<file path="config.mk">
export PLATFORM = sky130hd
export DESIGN_NAME = cs_region_decoder
export DESIGN_NICKNAME = d
export VERILOG_FILES = /design/src/rtl/csdec_pkg.sv /design/src/rtl/csdec_cfg_regs.sv /design/src/rtl/csdec_region_match.sv /design/src/rtl/csdec_prio_select.sv /design/src/rtl/cs_region_decoder.sv
export SDC_FILE = /design/constraint.sdc
export NUM_CORES = 1
export LEC_CHECK = 0
export CAP_MARGIN = 20
export CORE_ASPECT_RATIO = 2
export CORE_MARGIN = 2
export CORE_UTILIZATION = 61
export CTS_CLUSTER_DIAMETER = 200
export DETAILED_ROUTE_END_ITERATION = 16
export PLACE_DENSITY = 0.89
export SLEW_MARGIN = 40
export SYNTH_ARGS = -nofsm -noshare
export SYNTH_HDL_FRONTEND = slang
export SYNTH_HIERARCHICAL = 1
export SYNTH_SLANG_ARGS = --single-unit
export TNS_END_PERCENT = 20
</file>
<file path="constraint.sdc">
create_clock -name clk -period 6.7 [get_ports clk]
set_input_delay 1.34 -clock clk [delete_from_list [all_inputs] [get_ports clk]]
set_output_delay 1.34 -clock clk [all_outputs]
set_load 0.005 [all_outputs]
</file>
<file path="src/rtl/csdec_pkg.sv">
package csdec_pkg;

   // route codes on route_o
   typedef enum logic [1:0] {
      ROUTE_NONE = 2'd0,
      ROUTE_MEM  = 2'd1,
      ROUTE_NAND = 2'd2,
      ROUTE_FIFO = 2'd3
   } route_e;

   // write selector codes on cfg_sel_i
   localparam logic [1:0] CFG_MAP  = 2'd0;
   localparam logic [1:0] CFG_TYPE = 2'd1;
   localparam logic [1:0] CFG_PF   = 2'd2;

   // field positions inside the configuration words
   localparam int MAP_VALID_BIT = 6;
   localparam int MAP_MASK_LSB  = 8;
   localparam int TYPE_LSB      = 10;
   localparam int TYPE_W        = 2;
   localparam int PF_EN_BIT     = 7;
   localparam int PF_CS_LSB     = 24;
   localparam int PF_CS_W       = 3;

   localparam logic [TYPE_W-1:0] DEV_NAND = 2'd2;

endpackage

</file>
<file path="src/rtl/csdec_cfg_regs.sv">
module csdec_cfg_regs
   import csdec_pkg::*;
#(
   parameter int NUM_CS = 8,
   parameter int BASE_W = 6,
   parameter int MASK_W = 4,
   parameter int CS_W   = 3
) (
   input  logic                             clk,
   input  logic                             rst_n,
   input  logic                             cfg_we,
   input  logic [1:0]                       cfg_sel,
   input  logic [CS_W-1:0]                  cfg_idx,
   input  logic [31:0]                      cfg_wdata,
   output logic [NUM_CS-1:0][BASE_W-1:0]    base_o,
   output logic [NUM_CS-1:0][MASK_W-1:0]    mask_o,
   output logic [NUM_CS-1:0]                valid_o,
   output logic [NUM_CS-1:0][TYPE_W-1:0]    type_o,
   output logic                             pf_en_o,
   output logic [PF_CS_W-1:0]               pf_cs_o
);

   logic unused_wdata;
   assign unused_wdata = ^{cfg_wdata[31:27], cfg_wdata[23:12], cfg_wdata[7]};

   for (genvar g = 0; g < NUM_CS; g++) begin : g_region
      logic hit_idx;
      assign hit_idx = cfg_we && (cfg_idx == CS_W'(g));

      always_ff @(posedge clk) begin
         if (!rst_n) begin
            base_o[g]  <= '0;
            mask_o[g]  <= '1;
            valid_o[g] <= (g == 0);
            type_o[g]  <= '0;
         end else if (hit_idx) begin
            if (cfg_sel == CFG_MAP) begin
               base_o[g]  <= cfg_wdata[BASE_W-1:0];
               mask_o[g]  <= cfg_wdata[MAP_MASK_LSB +: MASK_W];
               valid_o[g] <= cfg_wdata[MAP_VALID_BIT];
            end else if (cfg_sel == CFG_TYPE) begin
               type_o[g]  <= cfg_wdata[TYPE_LSB +: TYPE_W];
            end
         end
      end
   end

   always_ff @(posedge clk) begin
      if (!rst_n) begin
         pf_en_o <= 1'b0;
         pf_cs_o <= '0;
      end else if (cfg_we && cfg_sel == CFG_PF) begin
         pf_en_o <= cfg_wdata[PF_EN_BIT];
         pf_cs_o <= cfg_wdata[PF_CS_LSB +: PF_CS_W];
      end
   end


   map_hold_chk: assert property (@(posedge clk) disable iff (!rst_n)
      !cfg_we |=> ($stable(base_o) && $stable(mask_o) && $stable(valid_o)
                   && $stable(type_o) && $stable(pf_en_o) && $stable(pf_cs_o)));

endmodule

</file>
<file path="src/rtl/csdec_region_match.sv">
module csdec_region_match #(
   parameter int ADDR_W          = 32,
   parameter int BASE_W          = 6,
   parameter int MASK_W          = 4,
   parameter int SHIFT           = 24,
   parameter bit ALLOW_FULL_MASK = 1'b0
) (
   input  logic [ADDR_W-1:0] addr,
   input  logic [BASE_W-1:0] base,
   input  logic [MASK_W-1:0] mask,
   input  logic              valid,
   output logic              match,
   output logic [ADDR_W-1:0] span,
   output logic              mask_ok
);

   localparam int HI  = SHIFT + MASK_W;
   localparam int BHI = SHIFT + BASE_W;

   logic upper_ok, mid_ok, low_ok;
   logic unused_low;
   assign unused_low = ^addr[SHIFT-1:0];

   if (BHI < ADDR_W) begin : g_upper
      assign upper_ok = (addr[ADDR_W-1:BHI] == '0);
   end else begin : g_no_upper
      assign upper_ok = 1'b1;
   end

   assign mid_ok = (addr[BHI-1:HI] == base[BASE_W-1:MASK_W]);
   assign low_ok = (((addr[HI-1:SHIFT] ^ base[MASK_W-1:0]) & mask) == '0);
   assign match  = valid && upper_ok && mid_ok && low_ok;

   always_comb begin
      span            = '0;
      span[HI-1:0]    = '1;
      span[HI-1:SHIFT] = ~mask;
   end

   // legal masks are a run of ones from the top bit down
   logic [MASK_W-1:0] inv;
   logic              thermo;
   assign inv    = ~mask;
   assign thermo = ((inv & (inv + 1'b1)) == '0);
   assign mask_ok = (mask == '0) ? ALLOW_FULL_MASK : thermo;

endmodule

</file>
<file path="src/rtl/csdec_prio_select.sv">
module csdec_prio_select
   import csdec_pkg::*;
#(
   parameter int NUM_CS = 8,
   parameter int ADDR_W = 32
) (
   input  logic [ADDR_W-1:0]               addr,
   input  logic [NUM_CS-1:0]               match_vec,
   input  logic [NUM_CS-1:0][ADDR_W-1:0]   span,
   input  logic [NUM_CS-1:0][TYPE_W-1:0]   dev_type,
   input  logic                            pf_en,
   input  logic [PF_CS_W-1:0]              pf_cs,
   output logic [NUM_CS-1:0]               cs_sel,
   output logic                            hit,
   output logic                            overlap,
   output logic [ADDR_W-1:0]               offset,
   output route_e                          route
);

   assign hit     = |match_vec;
   assign overlap = ((match_vec & (match_vec - NUM_CS'(1))) != '0);
   assign cs_sel  = match_vec & (~match_vec + NUM_CS'(1));

   always_comb begin
      offset = '0;
      route  = ROUTE_NONE;
      for (int i = 0; i < NUM_CS; i++) begin
         if (cs_sel[i]) begin
            offset = offset | (addr & span[i]);
            if (dev_type[i] == DEV_NAND) begin
               route = (pf_en && pf_cs == PF_CS_W'(i)) ? ROUTE_FIFO : ROUTE_NAND;
            end else begin
               route = ROUTE_MEM;
            end
         end
      end
   end

endmodule

</file>
<file path="src/rtl/cs_region_decoder.sv">
module cs_region_decoder
   import csdec_pkg::*;
#(
   parameter int NUM_CS          = 8,
   parameter int ADDR_W          = 32,
   parameter int BASE_W          = 6,
   parameter int MASK_W          = 4,
   parameter int SHIFT           = 24,
   parameter bit ALLOW_FULL_MASK = 1'b0,
   localparam int CS_W           = $clog2(NUM_CS)
) (
   input  logic              clk,
   input  logic              rst_n,
   input  logic              cfg_we_i,
   input  logic [1:0]        cfg_sel_i,
   input  logic [CS_W-1:0]   cfg_idx_i,
   input  logic [31:0]       cfg_wdata_i,
   input  logic [ADDR_W-1:0] addr_i,
   output logic [NUM_CS-1:0] cs_sel_o,
   output logic              hit_o,
   output logic [ADDR_W-1:0] offset_o,
   output logic [1:0]        route_o,
   output logic              overlap_o,
   output logic              cfg_err_o
);

   if (NUM_CS < 2 || NUM_CS > (1 << PF_CS_W)) begin : g_bad_num_cs
      $error("NUM_CS must lie between 2 and 8");
   end
   if (BASE_W > MAP_VALID_BIT || MASK_W > TYPE_LSB - MAP_MASK_LSB + 2) begin : g_bad_fields
      $error("base or mask field does not fit the map word");
   end
   if (MASK_W >= BASE_W || MASK_W < 1) begin : g_bad_mask_w
      $error("MASK_W must be at least 1 and below BASE_W");
   end
   if (SHIFT < 1 || SHIFT + BASE_W > ADDR_W) begin : g_bad_shift
      $error("SHIFT places the base outside the address");
   end

   logic [NUM_CS-1:0][BASE_W-1:0] base_q;
   logic [NUM_CS-1:0][MASK_W-1:0] mask_q;
   logic [NUM_CS-1:0]             valid_q;
   logic [NUM_CS-1:0][TYPE_W-1:0] type_q;
   logic                          pf_en_q;
   logic [PF_CS_W-1:0]            pf_cs_q;

   csdec_cfg_regs #(
      .NUM_CS (NUM_CS),
      .BASE_W (BASE_W),
      .MASK_W (MASK_W),
      .CS_W   (CS_W)
   ) cfg_regs_i (
      .clk       (clk),
      .rst_n     (rst_n),
      .cfg_we    (cfg_we_i),
      .cfg_sel   (cfg_sel_i),
      .cfg_idx   (cfg_idx_i),
      .cfg_wdata (cfg_wdata_i),
      .base_o    (base_q),
      .mask_o    (mask_q),
      .valid_o   (valid_q),
      .type_o    (type_q),
      .pf_en_o   (pf_en_q),
      .pf_cs_o   (pf_cs_q)
   );

   logic [NUM_CS-1:0]             match_vec;
   logic [NUM_CS-1:0]             mask_ok_vec;
   logic [NUM_CS-1:0][ADDR_W-1:0] span_vec;

   for (genvar g = 0; g < NUM_CS; g++) begin : g_match
      csdec_region_match #(
         .ADDR_W          (ADDR_W),
         .BASE_W          (BASE_W),
         .MASK_W          (MASK_W),
         .SHIFT           (SHIFT),
         .ALLOW_FULL_MASK (ALLOW_FULL_MASK)
      ) match_i (
         .addr    (addr_i),
         .base    (base_q[g]),
         .mask    (mask_q[g]),
         .valid   (valid_q[g]),
         .match   (match_vec[g]),
         .span    (span_vec[g]),
         .mask_ok (mask_ok_vec[g])
      );
   end

   route_e route_w;

   csdec_prio_select #(
      .NUM_CS (NUM_CS),
      .ADDR_W (ADDR_W)
   ) prio_i (
      .addr      (addr_i),
      .match_vec (match_vec),
      .span      (span_vec),
      .dev_type  (type_q),
      .pf_en     (pf_en_q),
      .pf_cs     (pf_cs_q),
      .cs_sel    (cs_sel_o),
      .hit       (hit_o),
      .overlap   (overlap_o),
      .offset    (offset_o),
      .route     (route_w)
   );

   assign route_o   = route_w;
   assign cfg_err_o = |(valid_q & ~mask_ok_vec);


   cs_onehot_chk: assert property (@(posedge clk) disable iff (!rst_n)
      $onehot0(cs_sel_o));


   hit_agrees_chk: assert property (@(posedge clk) disable iff (!rst_n)
      hit_o == (cs_sel_o != '0));


   valid_only_chk: assert property (@(posedge clk) disable iff (!rst_n)
      (cs_sel_o & ~valid_q) == '0);


   overlap_hit_chk: assert property (@(posedge clk) disable iff (!rst_n)
      overlap_o |-> hit_o);


   route_hit_chk: assert property (@(posedge clk) disable iff (!rst_n)
      hit_o |-> (route_o != ROUTE_NONE));


   offset_idle_chk: assert property (@(posedge clk) disable iff (!rst_n)
      !hit_o |-> (offset_o == '0));

endmodule

</file>
Yosys cells after proc, flatten, opt, wreduce, memory -nomap -nowiden
Index checks and enable logic that the tools add are counted. W data, S select, Z words.

Register bits after elaboration: 108. Bits in latches: 0. Bits in writable memories: 0. ROM bits: 0. Bits of input ports: 72. Output and inout bits: 45. Memories kept: 0.

$add $sub $neg: 10. $mul: 0. Divide/modulo/power cells: 0. Magnitude comparators: 0. Equality and inequality tests: 32. Shifts and indexed selects: 0. Multiplexer cells: 40. Bitwise gates (word level): 53. Reduce and logical (&&, ||, !) cells: 88.

Operators by type and width (number): $and A32 B28 Y32 (8); $mux W32 (8); $or A32 B32 Y32 (7); $logic_not A4 Y1 (24); $and A4 B4 Y4 (16); $logic_and A1 B1 Y1 (41); $add A4 B1 Y4 const B (8); $mux W2 (16); $not A4 Y4 (8); $xor A4 B4 Y4 (8); $and A8 B8 Y8 (3); $eq A3 B3 Y1 const B (8); $reduce_and A3 Y1 (8); $eq A2 B2 Y1 const B (9); $eq A2 B2 Y1 (8); $mux W1 (16); $not A8 Y8 (2); $reduce_and A2 Y1 (8); $reduce_or A8 Y1 (2); $eq A3 B2 Y1 const B (4); $add A8 B1 Y8 const B (1); $reduce_bool A8 Y1 (1); $sub A8 B1 Y8 const B (1); $eq A3 B1 Y1 const B (2); other kinds (4) (6).

Logic depth before layout (Yosys ltp)
Word-level depth: 22. Gate-level depth with buffers: 11. Depth with buffers taken out: 8.

Modules after synthesis
Netlist, hierarchy kept.

Modules (own cells, without submodules): csdec_cfg_regs (times used 1, cells each 399, area an instance 4098.9 um2, sequential area each 2162.1 um2); csdec_region_match (times used 8, cells each 48, area an instance 330.3 um2, sequential area each 0.0 um2); csdec_prio_select (times used 1, cells each 331, area an instance 2153.3 um2, sequential area each 0.0 um2); cs_region_decoder (times used 1, cells each 13, area an instance 62.6 um2, sequential area each 0.0 um2).

Worst setup path before layout
OpenSTA, ideal clock, no wires.

Path type: input port to output port. From: input addr_i[25]. To: output offset_o[22]. Arrival time: 3.023 ns. Slack: 2.337 ns. Cell stages on the path: 9. Path through: xnor2_1 > o22ai_1 > nor3_2 > buf_2 > clkbuf_1 > a22oi_1 > o221ai_1 > a221oi_1 > a21boi_1.

Elaborated cells on any way between the ends: 50. Those cells by class: 1 x add/sub; 8 x mux; 25 x bitwise; 16 x reduce/logical.

RTL lines: start: declaration (line cs_region_decoder.sv:18) `input logic [ADDR_W-1:0] addr_i,`; $xor A4 B4 Y4 (*) (line csdec_region_match.sv:31) `assign low_ok = (((addr[HI-1:SHIFT] ^ base[MASK_W-1:0]) & mask) == '0);`; $and A4 B4 Y4 (*) (line csdec_region_match.sv:31); $logic_not A4 Y1 (*) (line csdec_region_match.sv:31); $logic_and A1 B1 Y1 (*) (line csdec_region_match.sv:32) `assign match = valid && upper_ok && mid_ok && low_ok;`; via match_vec[1] (line cs_region_decoder.sv:67) `logic [NUM_CS-1:0] match_vec;`; $not A8 Y8 (line csdec_prio_select.sv:22) `assign cs_sel = match_vec & (~match_vec + NUM_CS'(1));`; $add A8 B1 Y8 (line csdec_prio_select.sv:22); $and A8 B8 Y8 (*) (line csdec_prio_select.sv:22); [5 not listed]; $or A32 B32 Y32 (line csdec_prio_select.sv:29) `offset = offset | (addr & span[i]);`; $mux W32 (line csdec_prio_select.sv:28) `if (cs_sel[i]) begin`; $or A32 B32 Y32 (line csdec_prio_select.sv:29); $mux W32 (line csdec_prio_select.sv:28); $or A32 B32 Y32 (line csdec_prio_select.sv:29); $mux W32 (line csdec_prio_select.sv:28); $or A32 B32 Y32 (line csdec_prio_select.sv:29); $mux W32 (*) (line csdec_prio_select.sv:28); end: declaration (line cs_region_decoder.sv:21) `output logic [ADDR_W-1:0] offset_o,`.

The timed path passes the listed nets; every way through them passes the cells marked *.

Final worst setup path
From: input addr_i[29]. To: output offset_o[26].

Elaborated cells on any way between the ends: 42. Those cells by class: 1 x add/sub; 8 x eq/ne; 8 x mux; 9 x bitwise; 16 x reduce/logical.

RTL lines: $eq A2 B2 Y1 (*) (line csdec_region_match.sv:30) `assign mid_ok = (addr[BHI-1:HI] == base[BASE_W-1:MASK_W]);`; $logic_and A1 B1 Y1 (*) (2 in series) (line csdec_region_match.sv:32); via match_vec[7] (line cs_region_decoder.sv:67); $not A8 Y8 (line csdec_prio_select.sv:22); $add A8 B1 Y8 (line csdec_prio_select.sv:22); $and A8 B8 Y8 (*) (line csdec_prio_select.sv:22); $mux W32 (*) (line csdec_prio_select.sv:28).

Marked as above.

==> flow_summary.toml <==
[critical_path]
reg2reg_from = "cfg_regs_i/mask_o[2]"
slowest_stage = "clkdlybuf4s50_1"
crit_path_start_kind = "input pin"
r2r-end = "cfg_regs_i/mask_o[2]"
cp-endpoint = "offset_o[26]"
critical-path-max-stage-delay_ps = 850
required_ps = 5360
reg2reg_setup_slack_ps = 5880
path_cells = "clkdlybuf4s50_1 -> xnor2_1 -> nand4_1 -> nor3_2 -> buf_4 -> nor3b_4 -> buf_12 -> a22oi_1 -> o221ai_1 -> a221oi_1 -> a21boi_1 -> clkdlybuf4s50_1"
crit_path_end_kind = "output pin"
path_common_cell = "clkdlybuf4s50_1"
r2r_cells = 3
crit_buf_inv = 4
path_delay_family = "buffers and inverters"
cp_num_cells = 12
critical_path_class = "input pin to output pin"
startpoint = "addr_i[29]"
crit_arrival_ps = 4830
worstPathMaxFanout = 31

[final_layout]
final-seq-area_um2 = 2160
drive_gt1_share_pct = 4.94
final_util_pct = 65.8
diodes = 0
multiInputGateArea_um2 = 5460
fillers = 1165
area_growth_pct = 5.36
finalNetCount = 1240

[pwr]
power.switching_mw = 0.347
swShare_pct = 25.7
power.leakage_nw = 4.21
power.density_nw_per_um2 = 143
ir_drop_mv = 0.299
power_frac_seq_pct = 48.3
power_mw = 1.35
p_int_mw = 1.00
clock_power_share_pct = 41.3
combPwrFrac_pct = 10.5

[sta]
finalHoldViolations = 0
timing.final.max_slew_violations = 0
slew_headroom_pct = 43.2
finalCritPeriodShare_pct = 92.1
tns_ps = 0
tightest_slew_ps = 851
max_freq_ghz = 0.162
rsz0062_at_grt = "no"
period_needed_ps = 6170
fin_skew_ps = 0
setup_viol = 0

[global_routing]
track_usage_pct = 28.5
grt_pass1_wl_um = 34400
grt_max_degree = 75
grt_pass1_vias = 7002
overflow = 0
antenna_found_initial = 0

[drt]
detailroute.via_count = 7225
wl_met1_um = 7570
wl_per_cell_um = 16.1
route.met3.wl_um = 975
top_layer_used = "met4"
ant_nets = 0
viasPerCell = 5.29
first_iter_violations = 377
drc = 0
drtPass1Iterations = 5
wl_um = 22000
met2_length_um = 11600

[synth]
ys_seq_area_share_pct = 24.1
ys_top_cells_by_area = "dfxtp_1 24%, buf_4 19%, mux2i_1 11%"
synth-edff-count = 0
syn_inst = 1127
synth_warnings = 6
yosys.area.top_type = "dfxtp_1"
ys_ff_latch = 108
synth_commonest_cells = "230 x buf_4, 162 x nand2_1, 108 x dfxtp_1, 99 x mux2i_1, 65 x a22oi_1"
syn_area_per_cell_um2 = 7.95
ys_types = 51
synth.most_common_cell = "buf_4"
synth_top_area_share_pct = 24.1
async_flop_share_pct = 0
synth_ff_type = "dfxtp_1"
syn_area_um2 = 8960

[clocking]
cts_tree = "done"
clk_latency_ps = 350
cts_sinks = 108
numCtsBuffers = 9
clk_pin_slew_ps = 80
cts.hold.buffers_added = 0
htree_levels = 3
post_cts_buffers = 0
cts_root_buf = "clkbuf_16"
clock_path_buffers = 2
cts-resized-gates = 0

[placed_design]
gp_congestion = 0.990
dp_hpwl_um = 16100
portBuffers = 95

[run_status]
status = "complete, no violations"

[floorplan]
initial_utilization_pct = 62.4
core_area_um2 = 14400
ioPinCount = 117
rows = 62
fp.dieW_um = 89.7
dieHeight_um = 175
die_area_um2 = 15700

[run]
cap_violations = 0

[worst_hold_path]
hp-class = "flop to flop"
[metrics by stage]
step | hold WS, ps | instances | cell area, um2 | worst slack [ps]
6_report | 454 | 1365 | 9440 | 530
5_1_grt | 475 | 1365 | 9440 | 398
4_1_cts | 456 | 1365 | 9430 | 586
3_5_place_dp | 444 | 1349 | 9110 | 596
3_3_place_gp | 437 | 1349 | 9110 | 620
2_1_floorplan | 430 | 1335 | 9740 | 2340
[metal layers]
| metal | global-route usage, % | up-vias |
|---|---|---|
| li1 | - | 3533 |
| met1 | 28.1 | 3341 |
| met2 | 50.8 | 256 |
| met3 | 3.43 | 95 |
| met4 | 22.3 | 0 |
| met5 | 0 | - |
[worst min path at each step]
stage                                        to  slack [ps]                   from  depth (start not counted)
after floorplan           cfg_regs_i/type_o[10]         430  cfg_regs_i/type_o[10]                          2
after global placement    cfg_regs_i/type_o[15]         440  cfg_regs_i/type_o[15]                          2
after detailed placement  cfg_regs_i/type_o[15]         440  cfg_regs_i/type_o[15]                          2
after CTS                 cfg_regs_i/type_o[15]         460  cfg_regs_i/type_o[15]                          2
after global routing      cfg_regs_i/type_o[15]         480  cfg_regs_i/type_o[15]                          2
final                     cfg_regs_i/type_o[15]         450  cfg_regs_i/type_o[15]                          2
[worst register-to-register path, delay by kind of cell (launching register included)]
| family | cells | cell delay [ps] |
|---|---|---|
| compound gates | 2 | 200 |
| simple gates | 1 | 140 |
| flops | 1 | 340 |
[layout by cell type, fill, tap and decap left out, types with 2 or more instances in the layout]
cell,n
nand4_1,9
clkbuf_16,9
nor2b_1,38
dfxtp_1,108
nand3_1,2
o221ai_1,32
clkdlybuf4s50_1,94
inv_1,43
nand2_1,162
o21ai_0,5
a31oi_1,2
nand3_2,2
nor3_2,6
and3b_1,2
a21oi_1,26
nand4b_1,3
nor4b_4,2
xnor2_1,48
and2_1,4
conb_1,224
buf_12,2
and4bb_2,2
nor2_1,34
nand2b_1,12
a21boi_1,32
a22oi_1,65
mux2i_1,99
buf_4,15
clkinv_2,2
nor2b_2,2
a221oi_1,32
nor3_4,4
o22ai_1,22
nand3b_1,3
[logic make-up after synthesis]
group | share of synthesized area, %
flip-flops | 24.1
other | 0.671
AO/OA/AOI/OAI | 18.3
XOR/XNOR | 4.69
adder cells (fa/ha/maj) | 0.237
multiplexers | 11.2
AND/OR/NAND/NOR | 16.7
buffers and inverters | 24.1
[cell type report]
class,instances,area share [%]
inverters,44,1.75
well taps,192,2.55
multi-input cells,893,57.9
clock inverters,7,0.901
flip-flops and latches,108,22.9
repair buffers,112,11.6
clock buffers,9,2.39
[flip-flops by register name, indices dropped and copies added, names as in the netlist]
register	flops
cfg_regs_i/base_o	48
cfg_regs_i/mask_o	32
cfg_regs_i/pf_cs_o	3
cfg_regs_i/pf_en_o	1
cfg_regs_i/type_o	16
cfg_regs_i/valid_o	8
[power by group through the flow]
| stage | Clock, mW | Combinational [mW] | Sequential (mW) |
|---|---|---|---|
| 6_report | 0.557 | 0.141 | 0.652 |
| 5_1_grt | 0.582 | 0.156 | 0.653 |
| 4_1_cts | 0.559 | 0.137 | 0.652 |
| 3_5_place_dp | 0 | 0.137 | 0.667 |
| 3_3_place_gp | 0 | 0.135 | 0.667 |
| 2_1_floorplan | 0 | 0.170 | 0.665 |
Note: power is estimated with default switching activity, not from simulation.
